$ cat src/rtl/seq_acc_pkg.sv
package seq_acc_pkg;

   localparam int CODE_W = 2;

   typedef enum logic [CODE_W-1:0] {
      ACT_LOAD  = 2'b00,
      ACT_ADD   = 2'b01,
      ACT_SHIFT = 2'b10,
      ACT_JUMP  = 2'b11
   } act_e;

endpackage

$ cat src/rtl/seq_ptr.sv
module seq_ptr #(
   parameter int AW = 8,
   parameter int DW = 16
) (
   input  logic          clk,
   input  logic          rst,
   input  logic          take_jump,
   input  logic [DW-1:0] jump_target,
   output logic [AW-1:0] ptr,
   output logic          word_vld
);

   logic [AW-1:0] tgt;

   // the jump target is either cut down or widened to the pointer width
   generate
      if (AW <= DW) begin : g_trunc
         assign tgt = jump_target[AW-1:0];
      end else begin : g_zext
         assign tgt = {{(AW-DW){1'b0}}, jump_target};
      end
   endgenerate

   always_ff @(posedge clk or posedge rst) begin
      if (rst) begin
         ptr      <= '0;
         word_vld <= 1'b0;
      end else begin
         ptr      <= take_jump ? tgt : ptr + AW'(1);
         word_vld <= ~take_jump;
      end
   end

endmodule

$ cat src/rtl/seq_shift.sv
module seq_shift #(
   parameter int DW = 16
) (
   input  logic [DW-1:0] din,
   input  logic [DW-1:0] amt,
   output logic [DW-1:0] dout
);

   localparam int SHW = $clog2(DW);

   logic          go_right;
   logic [DW-1:0] mag;
   logic          too_far;

   assign go_right = amt[DW-1];
   assign mag      = go_right ? (~amt + DW'(1)) : amt;

   // with a power-of-two width the range test is an OR of the upper bits
   generate
      if ((1 << SHW) == DW) begin : g_pow2
         assign too_far = |mag[DW-1:SHW];
      end else begin : g_cmp
         assign too_far = (mag >= DW[DW-1:0]);
      end
   endgenerate

   always_comb begin
      if (too_far)       dout = '0;
      else if (go_right) dout = din >> mag;
      else               dout = din << mag;
   end

endmodule

$ cat src/rtl/seq_alu.sv
module seq_alu
   import seq_acc_pkg::*;
#(
   parameter int DW = 16
) (
   input  act_e          act,
   input  logic [DW-1:0] acc,
   input  logic [DW-1:0] opnd,
   output logic [DW-1:0] nxt
);

   logic [DW-1:0] shifted;

   seq_shift #(.DW(DW)) u_shift (
      .din  (acc),
      .amt  (opnd),
      .dout (shifted)
   );

   always_comb begin
      unique case (act)
         ACT_LOAD:  nxt = opnd;
         ACT_ADD:   nxt = acc + opnd;
         ACT_SHIFT: nxt = shifted;
         default:   nxt = acc;
      endcase
   end

endmodule

$ cat src/rtl/seq_accum_sequencer.sv
module seq_accum_sequencer
   import seq_acc_pkg::*;
#(
   parameter int AW = 8,
   parameter int DW = 16
) (
   input  logic               clk,
   input  logic               rst,
   output logic [AW-1:0]      rom_addr,
   input  logic [DW+CODE_W-1:0] rom_word,
   output logic [DW-1:0]      acc_out
);

   initial begin
      assert (AW >= 1) else $error("seq_accum_sequencer: AW must be at least 1");
      assert (DW >= 2) else $error("seq_accum_sequencer: DW must be at least 2");
   end

   act_e          act;
   logic [DW-1:0] opnd;
   logic          word_vld;
   logic          take_jump;
   logic [DW-1:0] acc_q;
   logic [DW-1:0] acc_nxt;

   assign act       = act_e'(rom_word[DW+CODE_W-1:DW]);
   assign opnd      = rom_word[DW-1:0];
   assign take_jump = word_vld && (act == ACT_JUMP);

   seq_ptr #(.AW(AW), .DW(DW)) u_ptr (
      .clk         (clk),
      .rst         (rst),
      .take_jump   (take_jump),
      .jump_target (opnd),
      .ptr         (rom_addr),
      .word_vld    (word_vld)
   );

   seq_alu #(.DW(DW)) u_alu (
      .act  (act),
      .acc  (acc_q),
      .opnd (opnd),
      .nxt  (acc_nxt)
   );

   always_ff @(posedge clk or posedge rst) begin
      if (rst)           acc_q <= '0;
      else if (word_vld) acc_q <= acc_nxt;
   end

   assign acc_out = acc_q;

endmodule

$ cat config.mk
export PLATFORM = sky130hd
export DESIGN_NAME = seq_accum_sequencer
export DESIGN_NICKNAME = d
export VERILOG_FILES = /design/src/rtl/seq_acc_pkg.sv /design/src/rtl/seq_ptr.sv /design/src/rtl/seq_shift.sv /design/src/rtl/seq_alu.sv /design/src/rtl/seq_accum_sequencer.sv
export SDC_FILE = /design/constraint.sdc
export NUM_CORES = 1
export LEC_CHECK = 0
export BUFFER_PORTS_ARGS = -buffer_cell sky130_fd_sc_hd__buf_2
export CAP_MARGIN = 20
export CORE_MARGIN = 2
export CORE_UTILIZATION = 40
export DETAILED_ROUTE_END_ITERATION = 12
export PLACE_DENSITY = 0.54
export SYNTH_ARGS = -nofsm -noshare
export SYNTH_HDL_FRONTEND = slang
export SYNTH_SLANG_ARGS = --single-unit
$ cat constraint.sdc
create_clock -name clk -period 3.1 [get_ports clk]
set_clock_uncertainty 0.2 [all_clocks]
set_input_delay 0.31 -clock clk [delete_from_list [all_inputs] [get_ports clk]]
set_output_delay 0.31 -clock clk [all_outputs]
set_load 0.02 [all_outputs]
Yosys cells after proc, flatten, opt, wreduce, memory -nomap -nowiden
Index checks and enable logic that the tools add are counted.
{ "word_totals": {"inputBits": 20, "output_inout_bits": 24, "regBits": 25} }
{ "classes": {"mux": 5, "reduce_logical": 5, "n_eq_ne": 3, "bitwise_logic": 2, "shifts": 2, "add_sub_neg": 3} }
{ "ops": {"columns": ["operator", "n"], "rows": [
  ["$mux W16", 3],
  ["$pmux W16 S3", 1],
  ["$add A16 B1 Y16 const B", 1],
  ["$add A16 B16 Y16", 1],
  ["$not A16 Y16", 1],
  ["$shl A16 B16 Y16", 1],
  ["$shr A16 B16 Y16", 1],
  ["$reduce_or A12 Y1", 1],
  ["$add A8 B1 Y8 const B", 1],
  ["$mux W8", 1],
  ["$eq A2 B2 Y1 const B", 2],
  ["$reduce_bool A3 Y1", 1],
  ["$eq A2 B1 Y1 const B", 1],
  ["$logic_not A2 Y1", 1],
  ["$reduce_and A2 Y1", 1],
  ["$logic_and A1 B1 Y1", 1],
  ["$not A1 Y1", 1]
]} }

Logic depth before layout (Yosys ltp)
Gate-level depths: netlist (run 1).
{ "logic_depth": {"ltp_word": 7, "ltp_mapped": 15, "mapped_depth_nobuf": 10} }

By module
From an unflattened synthesis (run 1), not the netlist that was laid out.
{ "unflattened": {"hier_cells": 487, "area_unflattened_um2": 4246.6} }
{ "modules_own_cells": {"columns": ["mod", "seq_area_each_um2", "n_inst", "cells_per_inst", "area_per_inst_um2"], "rows": [
  ["seq_shift", 0.0, 1, 287, 2044.5],
  ["seq_alu", 0.0, 1, 121, 1121.1],
  ["seq_accum_sequencer", 400.4, 1, 36, 656.9],
  ["seq_ptr", 225.2, 1, 43, 424.2]
]} }

Least setup slack after synthesis (run 1)
OpenSTA, ideal clock, no wires.
{ "synth_path": {"path_kind": "input to register", "start": "in rom_word[0]", "end": "reg acc_q[11], in the netlist acc_out[11]", "arrival_time_ns": 3.379, "setup_time_ns": 0.082, "n_path_buf": 5, "path_stages": 15, "path_slack_ns": -0.561, "cell_sequence": "clkbuf_1 inv_1 buf_2 buf_1 ha_1 or4b_4 buf_6 and4bb_1 o22ai_1 a2bb2oi_2 and4_4 nand3_4 buf_6 a211o_1 a31oi_1"} }
{ "synth_between": {"elab_chain_len": 7, "elab_cells_between_ends": 10, "classes_between": "add/sub (2); shift (2); mux (4); bitwise (1); reduce/logical (1)"} }
{ "synth_rtl": {"columns": ["element", "line", "rtl"], "rows": [
  ["start: declaration", "seq_accum_sequencer.sv:10", "input logic [DW+CODE_W-1:0] rom_word,"],
  ["$not A16 Y16", "seq_shift.sv:16", "assign mag = go_right ? (~amt + DW'(1)) : amt;"],
  ["$add A16 B1 Y16", "seq_shift.sv:16", null],
  ["$mux W16", "seq_shift.sv:16", null],
  ["$shl A16 B16 Y16 or $shr A16 B16 Y16 (tied branches)", "seq_shift.sv:30, seq_shift.sv:29", null],
  ["$mux W16", "seq_shift.sv:29", "else if (go_right) dout = din >> mag;"],
  ["$mux W16", "seq_shift.sv:28", "if (too_far) dout = '0;"],
  ["$pmux W16 S3 (*)", "seq_alu.sv:21", "unique case (act)"],
  ["end signal: assignment", "seq_accum_sequencer.sv:48", "else if (word_vld) acc_q <= acc_nxt;"],
  ["end: declaration", "seq_accum_sequencer.sv:23", "logic [DW-1:0] acc_q;"]
]} }
Every way passes the cells marked *; elsewhere a longest branch is shown, timed or not.
A chain may end at the register's enable or synchronous reset.

Worst setup path in the final report (run 1)
{ "layout_path": {"start": "reg acc_q[1], in the netlist acc_out[1]", "end": "reg acc_q[15], in the netlist acc_out[15]"} }
{ "layout_between": {"elab_chain_len": 4, "elab_cells_between_ends": 6, "classes_between": "add/sub (1); shift (2); mux (3)"} }
{ "layout_rtl": {"columns": ["element", "line"], "rows": [
  ["$shl A16 B16 Y16 or $shr A16 B16 Y16 (tied branches)", "seq_shift.sv:30, seq_shift.sv:29"],
  ["$mux W16", "seq_shift.sv:29"],
  ["$mux W16", "seq_shift.sv:28"],
  ["$pmux W16 S3 (*)", "seq_alu.sv:21"]
]} }
Marks and branches as above.

==> results of run 1 <==
-- stage by stage --
stage / util [%] / hold slack, ns / std cells / power, mW / area, um^2
5_1_grt: 48.27 / 0.1878 / 652 / 2.393 / 4461
4_1_cts: 47.80 / 0.1202 / 650 / 2.206 / 4417
6_report: 48.27 / 0.1707 / 652 / 2.214 / 4461
3_3_place_gp: 47.30 / 0.3406 / 646 / 1.973 / 4370
3_5_place_dp: 47.30 / 0.3390 / 646 / 1.981 / 4370
2_1_floorplan: - / 0.1373 / 468 / 1.506 / 3840
-- final cells by class --
class                      instances  area [um^2]  area share [%]
sequential                        25        625.6           14.03
timing repair buffer              87        580.6           13.02
clock buffer                       3        41.29          0.9257
tap                              129        161.4           3.619
inverter                          11        43.79          0.9818
clock inverter                     1        5.005          0.1122
multi-input combinational        396         3003           67.32
-- path summary, 6_finish.rpt --
kind / from / endpoint / cells past startpoint
setup / recovery: acc_out[1] / acc_out[15] / 10
hold / removal: rom_word[4] / u_ptr.ptr[4] / 3
setup reg to reg: acc_out[1] / acc_out[15] / 10
hold reg to reg: u_ptr.ptr[0] / u_ptr.ptr[0] / 1
max in group asynchronous: rst / acc_out[11] / 4
min in group asynchronous: rst / acc_out[1] / 3
-- metal layers --
metal,routed length [um],part of all wire [%],vias up
li1,-,-,1882
met1,5759,46,1891
met2,5786,46,168
met3,747,5.9,28
met4,331,2.6,0
met5,0,0,-
-- what timing repair did --
action,CTS,global route
hold endpoints to repair,0,12
hold buffers,0,1
gates resized for setup,0,4
endpoints found under the setup margin,0,3
-- worst max-delay path: stages (launching register included) --
cell and delay (ns):
dfrtp_1 0.40, ha_1 0.27, a21o_1 0.18, a41o_1 0.26, nor4_1 0.18, buf_4 0.18, o21ai_0 0.15, a41o_1 0.32
and3_1 0.20, o41ai_2 0.31, o211ai_1 0.12
-- power by group through the flow --
stage | sequential, mW | clock [mW] | combinational [mW]
3_3_place_gp | 0.527 | 0 | 1.45
6_report | 0.522 | 0.215 | 1.48
5_1_grt | 0.540 | 0.229 | 1.62
4_1_cts | 0.521 | 0.221 | 1.46
2_1_floorplan | 0.642 | 0 | 0.865
3_5_place_dp | 0.525 | 0 | 1.46
-- logic make-up (layout without fill, tap and decap cells) --
family          after synthesis  in the layout  share of synthesized area (%)
compound gates              141            141                          24.38
fa+ha+maj                    22             22                          7.446
xor+xnor                     21             21                          4.844
buf+inv                      47            102                          5.469
flops                        25             25                          16.47
mux                          62             62                          21.22
simple gates                150            150                          20.16
-- state kept, by name, indices dropped and copies added, names as in the netlist --
name            flops
u_ptr.word_vld      1
u_ptr.ptr           8
acc_out            16
-- placed cells by master, fill, tap and decap left out, drive strengths merged, types with 5 or more instances in the layout --
cell type  instances
nor2b              5
inv               11
buf               86
mux2i             43
a31oi              6
a21oi             41
o21ai             30
nand3             15
xor2              12
and3               7
a21o               7
nand3b            10
o21a               6
mux2               5
nand2             27
nor2              50
nor3              12
nand2b             6
xnor2              9
dfrtp             25
mux4              14
ha                21
==> impl_metrics.ini, run 1 <==
[placed_design]
port_buffers = 43
pre_cts_slack_ns = 0.07189
place_hpwl_um = 9642
routabilityCongestion = 0.9377

[sta]
worst_slack_ns = 0.2067
final.setup.tns_ns = 0
max_freq_ghz = 0.3456
finalCritPeriodShare_pct = 93.33
report.final.slew_viol_count = 0
maxSlewHeadroom_pct = 58.68
hold_viol_final = 0
max_slew.worst_pin.slew_ns = 0.6192
setup_violations = 0
rsz0062_at_grt = no
period_minus_slack_ns = 2.893

[clock_tree]
cts_sinks = 25
path_clk_slew_ns = 0.10
htree_levels = 1
cts_max_path_buffers = 2
cts_root_buf = clkbuf_8
post_cts_buffers = 0
tritoncts = yes
worstSkewPairLatency_ns = 0.28
cts_made_buffers = 3

[critical_path]
cp-start-kind = flip-flop
worstPathArrival_ns = 2.86
critPathKind = flip-flop to flip-flop
reg2reg_slack_ns = 0.21
required_ns = 3.06
crit_fanout = 4
cp-end-kind = flip-flop

[drt]
vias = 3969
drt-total-wl_um = 12630
ant_nets = 0
viasPerCell = 6.087
drc = 0
drt_iter0_drc = 306
wire_per_inst_um = 19.36
drtPass1Iterations = 5

[power_and_ir_drop]
switchingPower_mw = 1.074
p_leak_nw = 1.934
swShare_pct = 48.49
p_seq_share_pct = 23.6
p_clk_share_pct = 9.7
pwr_density_cell_mw_per_mm2 = 496.4
internal_power_mw = 1.141
combPwrFrac_pct = 66.7
ir_worst_vdd_v = 0.0003637

[synthesis]
ys_types = 63
synth-seq-cells = 25
synth.most_common_cell = nor2_1
synth_commonest_cells = 50 x nor2_1, 42 x mux2i_1, 41 x a21oi_1
synthTopCellsByArea = dfrtp_1 16%, mux2i_1 11%, mux4_2 8.3%, ha_1 6.9%, a21oi_1 5.4%
synth_area_per_cell_um2 = 8.114
synth-edff-count = 0
synthArstFlopShare_pct = 100.0
synth_nets = 510
postSynthCellCount = 468
yosys.area.top_type_share_pct = 16.47
yosys_warnings = 0
yosys.area.top_type = dfrtp_1
ys.flop_type = dfrtp_1
syn_area_mm2 = 0.003797
synth_seq_area_share_pct = 16.47

[layout]
antenna_cells = 0
fillerInstances = 947
area_growth_syn_to_layout_pct = 17.46
drive_gt1_share_pct = 24.09
final_nets = 566

[global_route]
gr-usage-all-layers_pct = 25.36
antenna_found_initial = 0
grt_max_degree = 33
grtUsageMet1_pct = 37.53
grt_pass1_vias = 3737
gr-max-usage-layer = met2
grt_pass1_wl_um = 20570
use_met2_pct = 39.84
grt-ovfl-total = 0
met3_usage_pct = 1.725

[die]
die-area_mm2 = 0.01029
coreArea_mm2 = 0.009240
ios = 44
die_h_um = 101.4
fp.dieW_um = 101.4
num_rows = 35
initial_utilization_pct = 41.10

[run]
maxCapViolCount = 0

[outcome]
status = completed

[min_path]
min_path_type = input port to flip-flop
Note: power is estimated with default switching activity, not from simulation.
==> run 2: changes to the inputs <==
--- a/config.mk
+++ b/config.mk
@@ -5,6 +5,7 @@
 export SDC_FILE = /design/constraint.sdc
 export NUM_CORES = 1
 export LEC_CHECK = 0
+export ABC_AREA = 1
 export BUFFER_PORTS_ARGS = -buffer_cell sky130_fd_sc_hd__buf_2
 export CAP_MARGIN = 20
 export CORE_MARGIN = 2
==> run 2 against run 1 <==
Final cell count rose by 42%. Combinational power down 24%. Clock power increased by 5%. Largest cell class unchanged. Worst setup slack gained 0.0049 ns. Non-clock buffer count grew 2. Sequential share of layout area decreased by 1.3 points. Wire length grew 20%. Design area is 10% higher. Core utilization is 0.30 points lower. Synthesized area is 9.7% higher.
==> impl_metrics.ini, run 2 <==
[outcome]
status = completed

[synthesis]
synth_area_per_cell_um2 = 5.675
syn_area_mm2 = 0.004165
synth-edff-count = 0
postSynthCellCount = 734
yosys.area.top_type = nand2_1
ys.flop_type = dfrtp_1
synth.most_common_cell = nand2_1
synth_nets = 776
yosys.area.top_type_share_pct = 24.42
yosys_warnings = 0
synth_seq_area_share_pct = 15.02
synthArstFlopShare_pct = 100.0
synthTopCellsByArea = nand2_1 24%, nand3_1 16%, dfrtp_1 15%, ha_1 6.3%, a21oi_1 6.1%
ys_types = 40
synth_commonest_cells = 271 x nand2_1, 132 x nand3_1, 52 x inv_1
synth-seq-cells = 25

[sta]
max_slew.worst_pin.slew_ns = 0.6382
finalCritPeriodShare_pct = 93.18
setup_violations = 0
maxSlewHeadroom_pct = 57.45
worst_slack_ns = 0.2116
period_minus_slack_ns = 2.888
timing.hold.ws_ns = 0.09195
hold_viol_final = 0
final.setup.tns_ns = 0
max_freq_ghz = 0.3462
report.final.slew_viol_count = 0

[clock_tree]
htree_levels = 1
cts_max_path_buffers = 2
cts_root_buf = clkbuf_8
cts_made_buffers = 3
cts_sinks = 25
path_clk_slew_ns = 0.11
tritoncts = yes
worstSkewPairLatency_ns = 0.30

[global_route]
grt_pass1_wl_um = 24400
grt_pass1_vias = 4745
antenna_found_initial = 0
gr-usage-all-layers_pct = 27.12
grt_max_degree = 33
grt-ovfl-total = 0

[placed_design]
dp_cells = 913
pre_cts_slack_ns = -0.09670
port_buffers = 43
placed_area_mm2 = 0.004671
routabilityCongestion = 0.9241
place_hpwl_um = 11540

[critical_path]
crit_chain = buf_2, inv_2, ha_4, inv_1, nor3_4, nand2_2, nand3_1, nand2_1, nor2_1, nand3_2, nor2_4, buf_4, buf_8, buf_4, nand3_2, nand2_2, nand3_1, nand3_1, nand3_1, nand2_1, nand2_1, nand2_1, nand2_1, nand2_1
worstPathArrival_ns = 2.93
cp_slowest_stage_delay_ns = 0.28
cp-end-kind = flip-flop
critPathKind = input port to flip-flop
cp-start-kind = input port
required_ns = 3.14
crit_fanout = 6
crit_top_cell = nand2_1
cpMaxStageDelayCell = nor3_4

[layout]
final_common_cell = nand2_1
drive_gt1_share_pct = 20.99
seq_area_um2 = 625.6
fin_util_pct = 47.98
fin_area_mm2 = 0.004908
stdcell_count = 927
final_nets = 834
multi_input_area_mm2 = 0.003188
antenna_cells = 0
largest_register_ffs = 16
final_cell_mix = 267 x nand2_1, 130 x nand3_1, 51 x inv_1
fillerInstances = 1139
area_growth_syn_to_layout_pct = 17.84

[power_and_ir_drop]
p_leak_nw = 2.561
pwr_density_cell_mw_per_mm2 = 380.8
fin_total_pwr_mw = 1.869
ir_worst_vdd_v = 0.0001861

[die]
initial_utilization_pct = 40.71
die-area_mm2 = 0.01125
fp.dieW_um = 106.0
die_h_um = 106.0
num_rows = 37
coreArea_mm2 = 0.01023
ios = 44

[drt]
wire_per_inst_um = 16.29
drtPass1Iterations = 5
drt_iter0_drc = 340
viasPerCell = 5.572
drt-total-wl_um = 15100
vias = 5165
drc = 0
ant_nets = 0

[min_path]
min_path_type = input port to flip-flop

[run]
maxCapViolCount = 0
[run 2: cell types whose count changed after synthesis, moves of 14 or more]
cell	previous run	this run
nor2_1	50	31
mux4_2	14	0
nand2_2	0	14
nand2_1	27	271
mux2i_1	42	0
inv_1	11	52
nand3_2	0	14
nand3_1	14	132
[run 2: logic make-up (layout without fill, tap and decap cells)]
group,after synthesis,count (layout),synth area share [%]
xor gates and xnor gates,5,5,1.051
adders and majority gates,22,22,6.789
buffers and inverters,95,152,10.15
AOI/OAI and AO/OA,92,92,11.75
and+or+nand+nor,495,495,55.24
DFF,25,25,15.02
[run 2: layout make-up]
class / count / area share (%)
clock buffer: 3 / 0.8412
timing repair buffer: 89 / 13.15
multi-input combinational: 614 / 64.95
tap: 136 / 3.467
sequential: 25 / 12.75
clock inverter: 1 / 0.1784
inverter: 59 / 4.665
[run 2: what timing repair did]
item,4_1_cts,5_1_grt
setup buffers,0,7
gates resized for setup,0,25
hold buffers,0,1
endpoints found under the setup margin,0,13
hold endpoints to repair,0,4
[run 2: final timing paths]
path	slack, ns	to	cells after the start	start
worst max-delay path	0.21	acc_out[7]	24	rom_word[0]
worst min-delay path	0.09	u_ptr.ptr[6]	3	rom_word[6]
max in group asynchronous	2.00	acc_out[13]	4	rst
min in group asynchronous	0.28	acc_out[0]	3	rst
worst max register to register	0.26	acc_out[12]	17	acc_out[0]
worst min register to register	0.38	u_ptr.ptr[0]	1	u_ptr.ptr[0]
[run 2: layer usage]
metal	wire, um	vias up	GRT usage, %
li1	-	2533	-
met4	273	0	7.049
met2	6899	200	42.95
met3	983	26	1.410
met5	0	-	0
met1	6947	2406	40.17
[run 2: worst max-delay path, delay by kind of cell]
kind          cells  cell delay (ns)
fa+ha+maj         1             0.15
simple gates     17             1.83
buf+inv           6             0.63
[run 2: where the power goes]
| part | internal, mW | switching (mW) |
|---|---|---|
| sequential | 0.401 | 0.119 |
| clock | 0.0951 | 0.131 |
| combinational | 0.397 | 0.726 |
| total | 0.893 | 0.976 |
